$ cat src/rtl/icx_pkg.sv
`timescale 1ns/1ps
package icx_pkg;
  localparam int unsigned WORD_W = 16;
  localparam int unsigned LONG_W = 2 * WORD_W;

  typedef enum logic [1:0] {
    ST_IDLE = 2'd0,
    ST_LOOK = 2'd1,
    ST_BUS  = 2'd2
  } icx_state_e;

  typedef struct packed {
    logic we;
    logic set_u;
    logic set_l;
    logic clr_u;
    logic clr_l;
  } icx_fill_t;
endpackage

$ cat src/rtl/icx_rst_sync.sv
`timescale 1ns/1ps
module icx_rst_sync (
  input  logic clk,
  input  logic rst_ni,
  output logic rst_no
);
  logic [1:0] sync_q;
  logic [1:0] sync_d;

  always_comb begin
    sync_d = {sync_q[0], 1'b1};
  end

  always_ff @(posedge clk or negedge rst_ni) begin
    if (!rst_ni) sync_q <= '0;
    else         sync_q <= sync_d;
  end

  assign rst_no = sync_q[1];
endmodule

$ cat src/rtl/icx_ctrl.sv
`timescale 1ns/1ps
module icx_ctrl
  import icx_pkg::*;
(
  input  logic       clk,
  input  logic       rst_ni,
  input  logic       req_i,
  input  logic       hit_i,
  input  logic       bus_ack_i,
  output icx_state_e state_o,
  output logic       accept_o
);
  icx_state_e state_q, state_d;

  always_comb begin
    state_d = state_q;
    unique case (state_q)
      ST_IDLE: if (req_i) state_d = ST_LOOK;
      ST_LOOK: state_d = hit_i ? ST_IDLE : ST_BUS;
      ST_BUS:  if (bus_ack_i) state_d = ST_IDLE;
      default: state_d = ST_IDLE;
    endcase
  end

  always_ff @(posedge clk or negedge rst_ni) begin
    if (!rst_ni) state_q <= ST_IDLE;
    else         state_q <= state_d;
  end

  assign state_o  = state_q;
  assign accept_o = (state_q == ST_IDLE) && req_i;


  look_leaves_chk: assert property (@(posedge clk) disable iff (!rst_ni)
    (state_q == ST_LOOK) |=> (state_q != ST_LOOK));
endmodule

$ cat src/rtl/icx_tag_store.sv
`timescale 1ns/1ps
module icx_tag_store
  import icx_pkg::*;
#(
  parameter int unsigned LINES = 64,
  parameter int unsigned TAG_W = 24,
  localparam int unsigned IDX_W = $clog2(LINES)
) (
  input  logic             clk,
  input  logic             rst_ni,
  input  logic             inval_i,
  input  logic [IDX_W-1:0] rd_idx_i,
  output logic [TAG_W-1:0] rd_tag_o,
  output logic             rd_vu_o,
  output logic             rd_vl_o,
  input  icx_fill_t        wr_cmd_i,
  input  logic [IDX_W-1:0] wr_idx_i,
  input  logic [TAG_W-1:0] wr_tag_i
);
  logic [TAG_W-1:0] tag_q [LINES];
  logic [LINES-1:0] vu_q, vu_d;
  logic [LINES-1:0] vl_q, vl_d;
  logic [LINES-1:0] line_we;

  for (genvar g = 0; g < LINES; g++) begin : g_line_we
    assign line_we[g] = wr_cmd_i.we && (wr_idx_i == IDX_W'(g));
  end

  always_ff @(posedge clk) begin
    for (int i = 0; i < LINES; i++) begin
      if (line_we[i]) tag_q[i] <= wr_tag_i;
    end
  end

  always_comb begin
    vu_d = vu_q;
    vl_d = vl_q;
    if (inval_i) begin
      vu_d = '0;
      vl_d = '0;
    end else if (wr_cmd_i.we) begin
      if (wr_cmd_i.set_u)      vu_d[wr_idx_i] = 1'b1;
      else if (wr_cmd_i.clr_u) vu_d[wr_idx_i] = 1'b0;
      if (wr_cmd_i.set_l)      vl_d[wr_idx_i] = 1'b1;
      else if (wr_cmd_i.clr_l) vl_d[wr_idx_i] = 1'b0;
    end
  end

  always_ff @(posedge clk or negedge rst_ni) begin
    if (!rst_ni) begin
      vu_q <= '0;
      vl_q <= '0;
    end else begin
      vu_q <= vu_d;
      vl_q <= vl_d;
    end
  end

  assign rd_tag_o = tag_q[rd_idx_i];
  assign rd_vu_o  = vu_q[rd_idx_i];
  assign rd_vl_o  = vl_q[rd_idx_i];


  inval_clear_chk: assert property (@(posedge clk) disable iff (!rst_ni)
    inval_i |=> (vu_q == '0) && (vl_q == '0));


  both_valid_chk: assert property (@(posedge clk) disable iff (!rst_ni)
    (wr_cmd_i.we && wr_cmd_i.set_u && wr_cmd_i.set_l && !inval_i)
      |=> (vu_q[$past(wr_idx_i)] && vl_q[$past(wr_idx_i)]));


  sibling_lo_clear_chk: assert property (@(posedge clk) disable iff (!rst_ni)
    (wr_cmd_i.we && wr_cmd_i.clr_l && !wr_cmd_i.set_l)
      |=> !vl_q[$past(wr_idx_i)]);


  sibling_hi_clear_chk: assert property (@(posedge clk) disable iff (!rst_ni)
    (wr_cmd_i.we && wr_cmd_i.clr_u && !wr_cmd_i.set_u)
      |=> !vu_q[$past(wr_idx_i)]);
endmodule

$ cat src/rtl/icx_data_store.sv
`timescale 1ns/1ps
module icx_data_store
  import icx_pkg::*;
#(
  parameter int unsigned LINES = 64,
  localparam int unsigned IDX_W = $clog2(LINES)
) (
  input  logic              clk,
  input  logic              wr_u_i,
  input  logic              wr_l_i,
  input  logic [IDX_W-1:0]  wr_idx_i,
  input  logic [WORD_W-1:0] wr_du_i,
  input  logic [WORD_W-1:0] wr_dl_i,
  input  logic [IDX_W-1:0]  rd_idx_i,
  output logic [WORD_W-1:0] rd_du_o,
  output logic [WORD_W-1:0] rd_dl_o
);
  logic [WORD_W-1:0] du_q [LINES];
  logic [WORD_W-1:0] dl_q [LINES];

  always_ff @(posedge clk) begin
    if (wr_u_i) du_q[wr_idx_i] <= wr_du_i;
    if (wr_l_i) dl_q[wr_idx_i] <= wr_dl_i;
  end

  assign rd_du_o = du_q[rd_idx_i];
  assign rd_dl_o = dl_q[rd_idx_i];
endmodule

$ cat src/rtl/icx_fill_ctl.sv
`timescale 1ns/1ps
module icx_fill_ctl
  import icx_pkg::*;
(
  input  logic              done_i,
  input  logic              en_i,
  input  logic              fast_i,
  input  logic              long_i,
  input  logic              a1_i,
  input  logic              port32_i,
  input  logic              tag_hit_i,
  input  logic [LONG_W-1:0] bus_data_i,
  output icx_fill_t         cmd_o,
  output logic [WORD_W-1:0] du_o,
  output logic [WORD_W-1:0] dl_o,
  output logic [LONG_W-1:0] cpu_data_o
);
  logic [WORD_W-1:0] bus_hi, bus_lo, word_sel;

  assign bus_hi = bus_data_i[LONG_W-1:WORD_W];
  assign bus_lo = bus_data_i[WORD_W-1:0];

  always_comb begin
    cmd_o    = '0;
    du_o     = bus_hi;
    dl_o     = bus_lo;
    cmd_o.we = done_i && en_i && !fast_i;
    if (long_i || port32_i) begin
      cmd_o.set_u = 1'b1;
      cmd_o.set_l = 1'b1;
    end else if (!a1_i) begin
      du_o        = bus_lo;
      cmd_o.set_u = 1'b1;
      cmd_o.clr_l = !tag_hit_i;
    end else begin
      cmd_o.set_l = 1'b1;
      cmd_o.clr_u = !tag_hit_i;
    end
  end

  always_comb begin
    if (port32_i) word_sel = a1_i ? bus_lo : bus_hi;
    else          word_sel = bus_lo;
    cpu_data_o = long_i ? bus_data_i : {{WORD_W{1'b0}}, word_sel};
  end
endmodule

$ cat src/rtl/ifetch_cache.sv
`timescale 1ns/1ps
module ifetch_cache
  import icx_pkg::*;
#(
  parameter int unsigned ADDR_W    = 32,
  parameter int unsigned LINES     = 64,
  parameter logic [31:0] FAST_BASE = 32'h00F0_0000,
  parameter logic [31:0] FAST_MASK = 32'hFFF0_0000
) (
  input  logic              clk,
  input  logic              rst_n,
  input  logic              cache_en,
  input  logic              inval_all,
  input  logic              cpu_req,
  input  logic [ADDR_W-1:0] cpu_addr,
  input  logic              cpu_long,
  output logic              cpu_ack,
  output logic [31:0]       cpu_rdata,
  output logic              bus_req,
  output logic [ADDR_W-1:0] bus_addr,
  output logic              bus_long,
  input  logic              bus_ack,
  input  logic              bus_port32,
  input  logic [31:0]       bus_rdata
);
  localparam int unsigned IDX_W = $clog2(LINES);
  localparam int unsigned IDX_L = 2;
  localparam int unsigned TAG_L = IDX_L + IDX_W;
  localparam int unsigned TAG_W = ADDR_W - TAG_L;

  logic              rst_s;
  icx_state_e        state;
  logic              accept;
  logic [ADDR_W-1:0] addr_q;
  logic              long_q;
  logic [IDX_W-1:0]  idx;
  logic [TAG_W-1:0]  tag, rd_tag;
  logic              a1, fast, tag_match, rd_vu, rd_vl, word_ok, hit;
  logic [WORD_W-1:0] rd_du, rd_dl, fill_du, fill_dl;
  logic [31:0]       bus_cpu_data, hit_data;
  icx_fill_t         fill_cmd;
  logic              bus_done;
  logic              unused_addr_lsb;

  icx_rst_sync u_rst (.clk(clk), .rst_ni(rst_n), .rst_no(rst_s));

  icx_ctrl u_ctrl (
    .clk(clk), .rst_ni(rst_s), .req_i(cpu_req), .hit_i(hit),
    .bus_ack_i(bus_ack), .state_o(state), .accept_o(accept)
  );

  always_ff @(posedge clk) begin
    if (accept) begin
      addr_q <= cpu_addr;
      long_q <= cpu_long;
    end
  end

  assign idx             = addr_q[TAG_L-1:IDX_L];
  assign tag             = addr_q[ADDR_W-1:TAG_L];
  assign a1              = addr_q[1];
  assign unused_addr_lsb = addr_q[0];
  assign fast            = ((32'(addr_q) & FAST_MASK) == FAST_BASE);

  icx_tag_store #(.LINES(LINES), .TAG_W(TAG_W)) u_tags (
    .clk(clk), .rst_ni(rst_s), .inval_i(inval_all),
    .rd_idx_i(idx), .rd_tag_o(rd_tag), .rd_vu_o(rd_vu), .rd_vl_o(rd_vl),
    .wr_cmd_i(fill_cmd), .wr_idx_i(idx), .wr_tag_i(tag)
  );

  icx_data_store #(.LINES(LINES)) u_data (
    .clk(clk),
    .wr_u_i(fill_cmd.we && fill_cmd.set_u),
    .wr_l_i(fill_cmd.we && fill_cmd.set_l),
    .wr_idx_i(idx), .wr_du_i(fill_du), .wr_dl_i(fill_dl),
    .rd_idx_i(idx), .rd_du_o(rd_du), .rd_dl_o(rd_dl)
  );

  assign tag_match = (rd_tag == tag);
  assign word_ok   = long_q ? (rd_vu && rd_vl) : (a1 ? rd_vl : rd_vu);
  assign hit       = cache_en && !fast && tag_match && word_ok;
  assign bus_done  = (state == ST_BUS) && bus_ack;

  icx_fill_ctl u_fill (
    .done_i(bus_done), .en_i(cache_en), .fast_i(fast), .long_i(long_q),
    .a1_i(a1), .port32_i(bus_port32), .tag_hit_i(tag_match),
    .bus_data_i(bus_rdata), .cmd_o(fill_cmd), .du_o(fill_du),
    .dl_o(fill_dl), .cpu_data_o(bus_cpu_data)
  );

  assign hit_data  = long_q ? {rd_du, rd_dl} : {{WORD_W{1'b0}}, (a1 ? rd_dl : rd_du)};
  assign cpu_ack   = ((state == ST_LOOK) && hit) || bus_done;
  assign cpu_rdata = (state == ST_BUS) ? bus_cpu_data : hit_data;
  assign bus_req   = (state == ST_BUS);
  assign bus_addr  = addr_q;
  assign bus_long  = long_q;


  hit_no_bus_chk: assert property (@(posedge clk) disable iff (!rst_s)
    ((state == ST_LOOK) && hit) |-> (cpu_ack && !bus_req));


  miss_to_bus_chk: assert property (@(posedge clk) disable iff (!rst_s)
    ((state == ST_LOOK) && !hit) |=> bus_req);


  stall_until_ack_chk: assert property (@(posedge clk) disable iff (!rst_s)
    (bus_req && !bus_ack) |-> !cpu_ack);


  bus_addr_hold_chk: assert property (@(posedge clk) disable iff (!rst_s)
    (bus_req && $past(bus_req)) |-> $stable(bus_addr));


  fast_no_alloc_chk: assert property (@(posedge clk) disable iff (!rst_s)
    fill_cmd.we |-> !fast);


  off_no_alloc_chk: assert property (@(posedge clk) disable iff (!rst_s)
    fill_cmd.we |-> cache_en);
endmodule

$ cat config.mk
export PLATFORM = sky130hd
export DESIGN_NAME = ifetch_cache
export DESIGN_NICKNAME = d
export VERILOG_FILES = /design/src/rtl/icx_pkg.sv /design/src/rtl/icx_rst_sync.sv /design/src/rtl/icx_ctrl.sv /design/src/rtl/icx_tag_store.sv /design/src/rtl/icx_data_store.sv /design/src/rtl/icx_fill_ctl.sv /design/src/rtl/ifetch_cache.sv
export SDC_FILE = /design/constraint.sdc
export NUM_CORES = 2
export LEC_CHECK = 0
export BUFFER_PORTS_ARGS = -buffer_cell sky130_fd_sc_hd__buf_2
export CAP_MARGIN = 30
export CORE_MARGIN = 10
export CORE_UTILIZATION = 45
export CTS_BUF_LIST = sky130_fd_sc_hd__clkbuf_16
export CTS_CLUSTER_SIZE = 14
export DETAILED_ROUTE_END_ITERATION = 6
export MAX_ROUTING_LAYER = met4
export PLACE_DENSITY_LB_ADDON = 0.15
export SLEW_MARGIN = 20
export SYNTH_ARGS = -nofsm -noshare
export SYNTH_HDL_FRONTEND = slang
export SYNTH_SLANG_ARGS = --single-unit
$ cat constraint.sdc
create_clock -name clk -period 5.9 [get_ports clk]
set_input_delay 1.18 -clock clk [delete_from_list [all_inputs] [get_ports clk]]
set_output_delay 1.18 -clock clk [all_outputs]
set_load 0.01 [all_outputs]
==> impl_results.md <==
- Sequential fraction of the synthesis area: roughly 76%
- DRT iter0 DRCs: 9530
- Clock Pin Slew Worst Setup and Hold Paths: 0.06 ns
- P_leak: 55.8 nW
- Placement Cell Area: 156000 um^2
- Util after Layout: a little over half
- Fin crit period: 6.07 ns
- H-tree levels: 5
- Failing checks: negative setup slack
- CP Class: flip-flop to output port
- Least-Margin Pin Slew: 1.06 ns
- Routed via count: between 70000 and 80000
- Hpwl dp: 260 mm
- Total gr overflow: 0
- Wire length per cell: around 36 um
- Synth Instances: 6828
- Fmax: around 160 MHz
- Initial antenna violation count: 28
- Yosys warning total: 0
- Worst Path Arrival: 4.89 ns
- Max-slew violations: 0
- Vias/cell: 6.27
- Distinct cells, synth: between 70 and 80
- Vias in the first global route: between 70000 and 80000
- Most frequent cells in the layout: edfxtp_1, mux4_2, buf_4
- Setup violations, final: 1
- Top_reg_cell synth: edfxtp_1
- Die Width: 591 um
- Post-synthesis cell area: 147000 um^2
- CTS tree: built
- Commonest non-fill, non-tap cell in the layout: edfxtp_1
- Clock latency on the worst-skew pair: between 0.9 and 1 ns
- Rel. slew slack: 29.4%
- Critical path fanouts, max: 9
- Final instance area: 171000 um^2
- DIE AREA: ~350000 um^2
- Syn-to-layout area delta: 16.6%
- Root Driver: clkbuf_16
- Worst path required time: 4.72 ns
- DRC errors left: 0
- CP Capture Type: output port
- RSZ-0062 raised after global routing: yes
- Clock Path Buffers: 4
- Pwr/cell area: 412 nW/um^2
- PortBufs: 138
- Post-synth ARST share: 3.52%
- Rows: 209
- I/O pin cnt: 139
- Drt total wl: 444 mm
- Worst setup slack after layout: -0.173 ns
- Max Clock Skew: ~0.05 ns
- Starting density of the core: 45.3%
- Cts bufs inserted: between 300 and 400
- First-pass GRT wire length: 612 mm
- GPL Wtd Cong: roughly 0.9
- Largest net degree at the start of global routing: between 100 and 150
- Syn avg cell area: 21.5 um^2
- DRT Pass-1 Iters: 6
- MaxCap Viol Count: 0
- Final period util: 103%
- Post-synth EDFFs: 3617
- Synthesized flop and latch total: 3755
- Remaining antenna violation count after routing: 0
- Layout cells sized above 1: around 33%
- Die height: just under 600 um
- Net Count, Synth: 6900
- Nets: 7614
- Peak supply drop: 0.269 mV
- HP Class: flip-flop to flip-flop
- Sink Count: roughly 3800
- Worst Setup Start Kind: flip-flop
- Fin. Hold Viols: 0
- Status: finished with violations
- Core area: 325000 um^2
- Total global-route track usage: 25.5%
[area by class of cell]
class / instances / area [um^2]
clock buffer: 394 / 9860
tap: 4325 / 5410
fill: 25200 / 153000
sequential: 3755 / 112000
inverter: 66 / 254
timing repair buffer: 737 / 7190
multi-input combinational: 2593 / 33800
antenna: 21 / 52.6
clock inverter: 318 / 2740
[kinds of logic after synthesis]
| kind of cell | Yosys count | share of synthesized area, % |
|---|---|---|
| muxes | 1263 | 17.1 |
| xor gates and xnor gates | 16 | 0.0954 |
| other | 1 | 0.00255 |
| and+or+nand+nor | 749 | 2.31 |
| AOI/OAI and AO/OA | 564 | 2.65 |
| DFF | 3755 | 76.2 |
| buffers and inverters | 480 | 1.54 |
[routing by layer]
metal | GRT usage [%] | share of wire (%)
met1 | 34.2 | 40
met2 | 40.9 | 49
met3 | 3.80 | 7.6
met4 | 7.85 | 3.5
met5 | - | 0
[path summary, 6_finish.rpt]
kind | endpoint | depth (start not counted) | slack (ns) | from
max | cpu_ack | 15 | -0.17 | flip-flop
min | u_rst.sync_q[1] | 0 | 0.36 | u_rst.sync_q[0]
max reg2reg | u_tags.vl_q[16] | 15 | 1.30 | flip-flop
min reg2reg | u_rst.sync_q[1] | 0 | 0.36 | u_rst.sync_q[0]
max in group asynchronous | u_tags.vl_q[45] | 2 | 4.16 | u_rst.sync_q[1]
min in group asynchronous | u_tags.vu_q[27] | 0 | 0.41 | u_rst.sync_q[1]
[through the flow]
stage          setup WS (ns)  power, mW  cells  setup TNS [ns]  hold slack [ns]
5_1_grt               -0.208       72.8  12200          -0.214            0.363
4_1_cts               -0.295       70.5  12100          -0.531            0.327
3_5_place_dp          -0.168       45.4  11400          -0.168            0.345
6_report              -0.173       70.7  12200          -0.173            0.358
2_1_floorplan           1.00       39.2   6828               0            0.331
3_3_place_gp          -0.839       45.3  11400          -0.839            0.333
[Yosys cell counts (19+ instances only)]
cell type	instances	share of area, %
nor2b_1	25	0.11
edfxtp_1	3617	74
mux2i_1	232	1.6
dfrtp_1	132	2.2
nand2b_1	22	0.094
a21oi_1	147	0.50
buf_1	62	0.16
buf_4	20	0.10
mux4_2	1000	15
a31oi_1	44	0.19
nor3_1	28	0.095
o21bai_1	27	0.14
nand3_1	86	0.29
o21ai_0	29	0.099
clkbuf_1	209	0.53
a311oi_1	102	0.61
mux2_2	31	0.24
a22oi_1	79	0.40
buf_6	38	0.29
nor2_1	206	0.53
nand2_1	281	0.72
o22ai_1	46	0.20
and3_1	19	0.081
buf_2	85	0.29
inv_1	63	0.16
[power breakdown]
part / switching [mW] / internal (mW)
logic: 9.26 / 6.84
clock network: 10.4 / 14.0
registers: 0.225 / 29.9
total: 19.9 / 50.8
[registers in the layout, summed over array words and instances (netlist names), named ones only]
name,cells
u_tags.vu_q,64
bus_addr,32
u_data.du_q,1024
u_ctrl.state_o,2
u_tags.tag_q,1536
u_rst.sync_q,2
u_tags.vl_q,64
bus_long,1
u_data.dl_q,1024
[worst max-delay path, stage by stage (launching register included)]
cell	delay [ns]
dfxtp_4	0.37
buf_12	0.15
buf_4	0.17
inv_2	0.19
buf_4	0.36
mux2i_1	0.23
o22ai_1	0.54
a2bb2oi_1	0.30
o31a_1	0.17
o2111ai_2	0.18
nor4_2	0.35
nand4_1	0.28
buf_6	0.24
o21ai_4	0.15
buf_6	0.15
buf_6	0.10
[repair_timing]
item | 4_1_cts | 5_1_grt
cloned | 17 | 10
buffers inserted | 42 | 33
setup endpoints to repair | 33 | 15
hold buffers | 1 | 0
resized for setup | 98 | 108
endpoints found under the hold margin | 2 | 0
pin swaps | 10 | 24
Note: power is estimated with default switching activity, not from simulation.
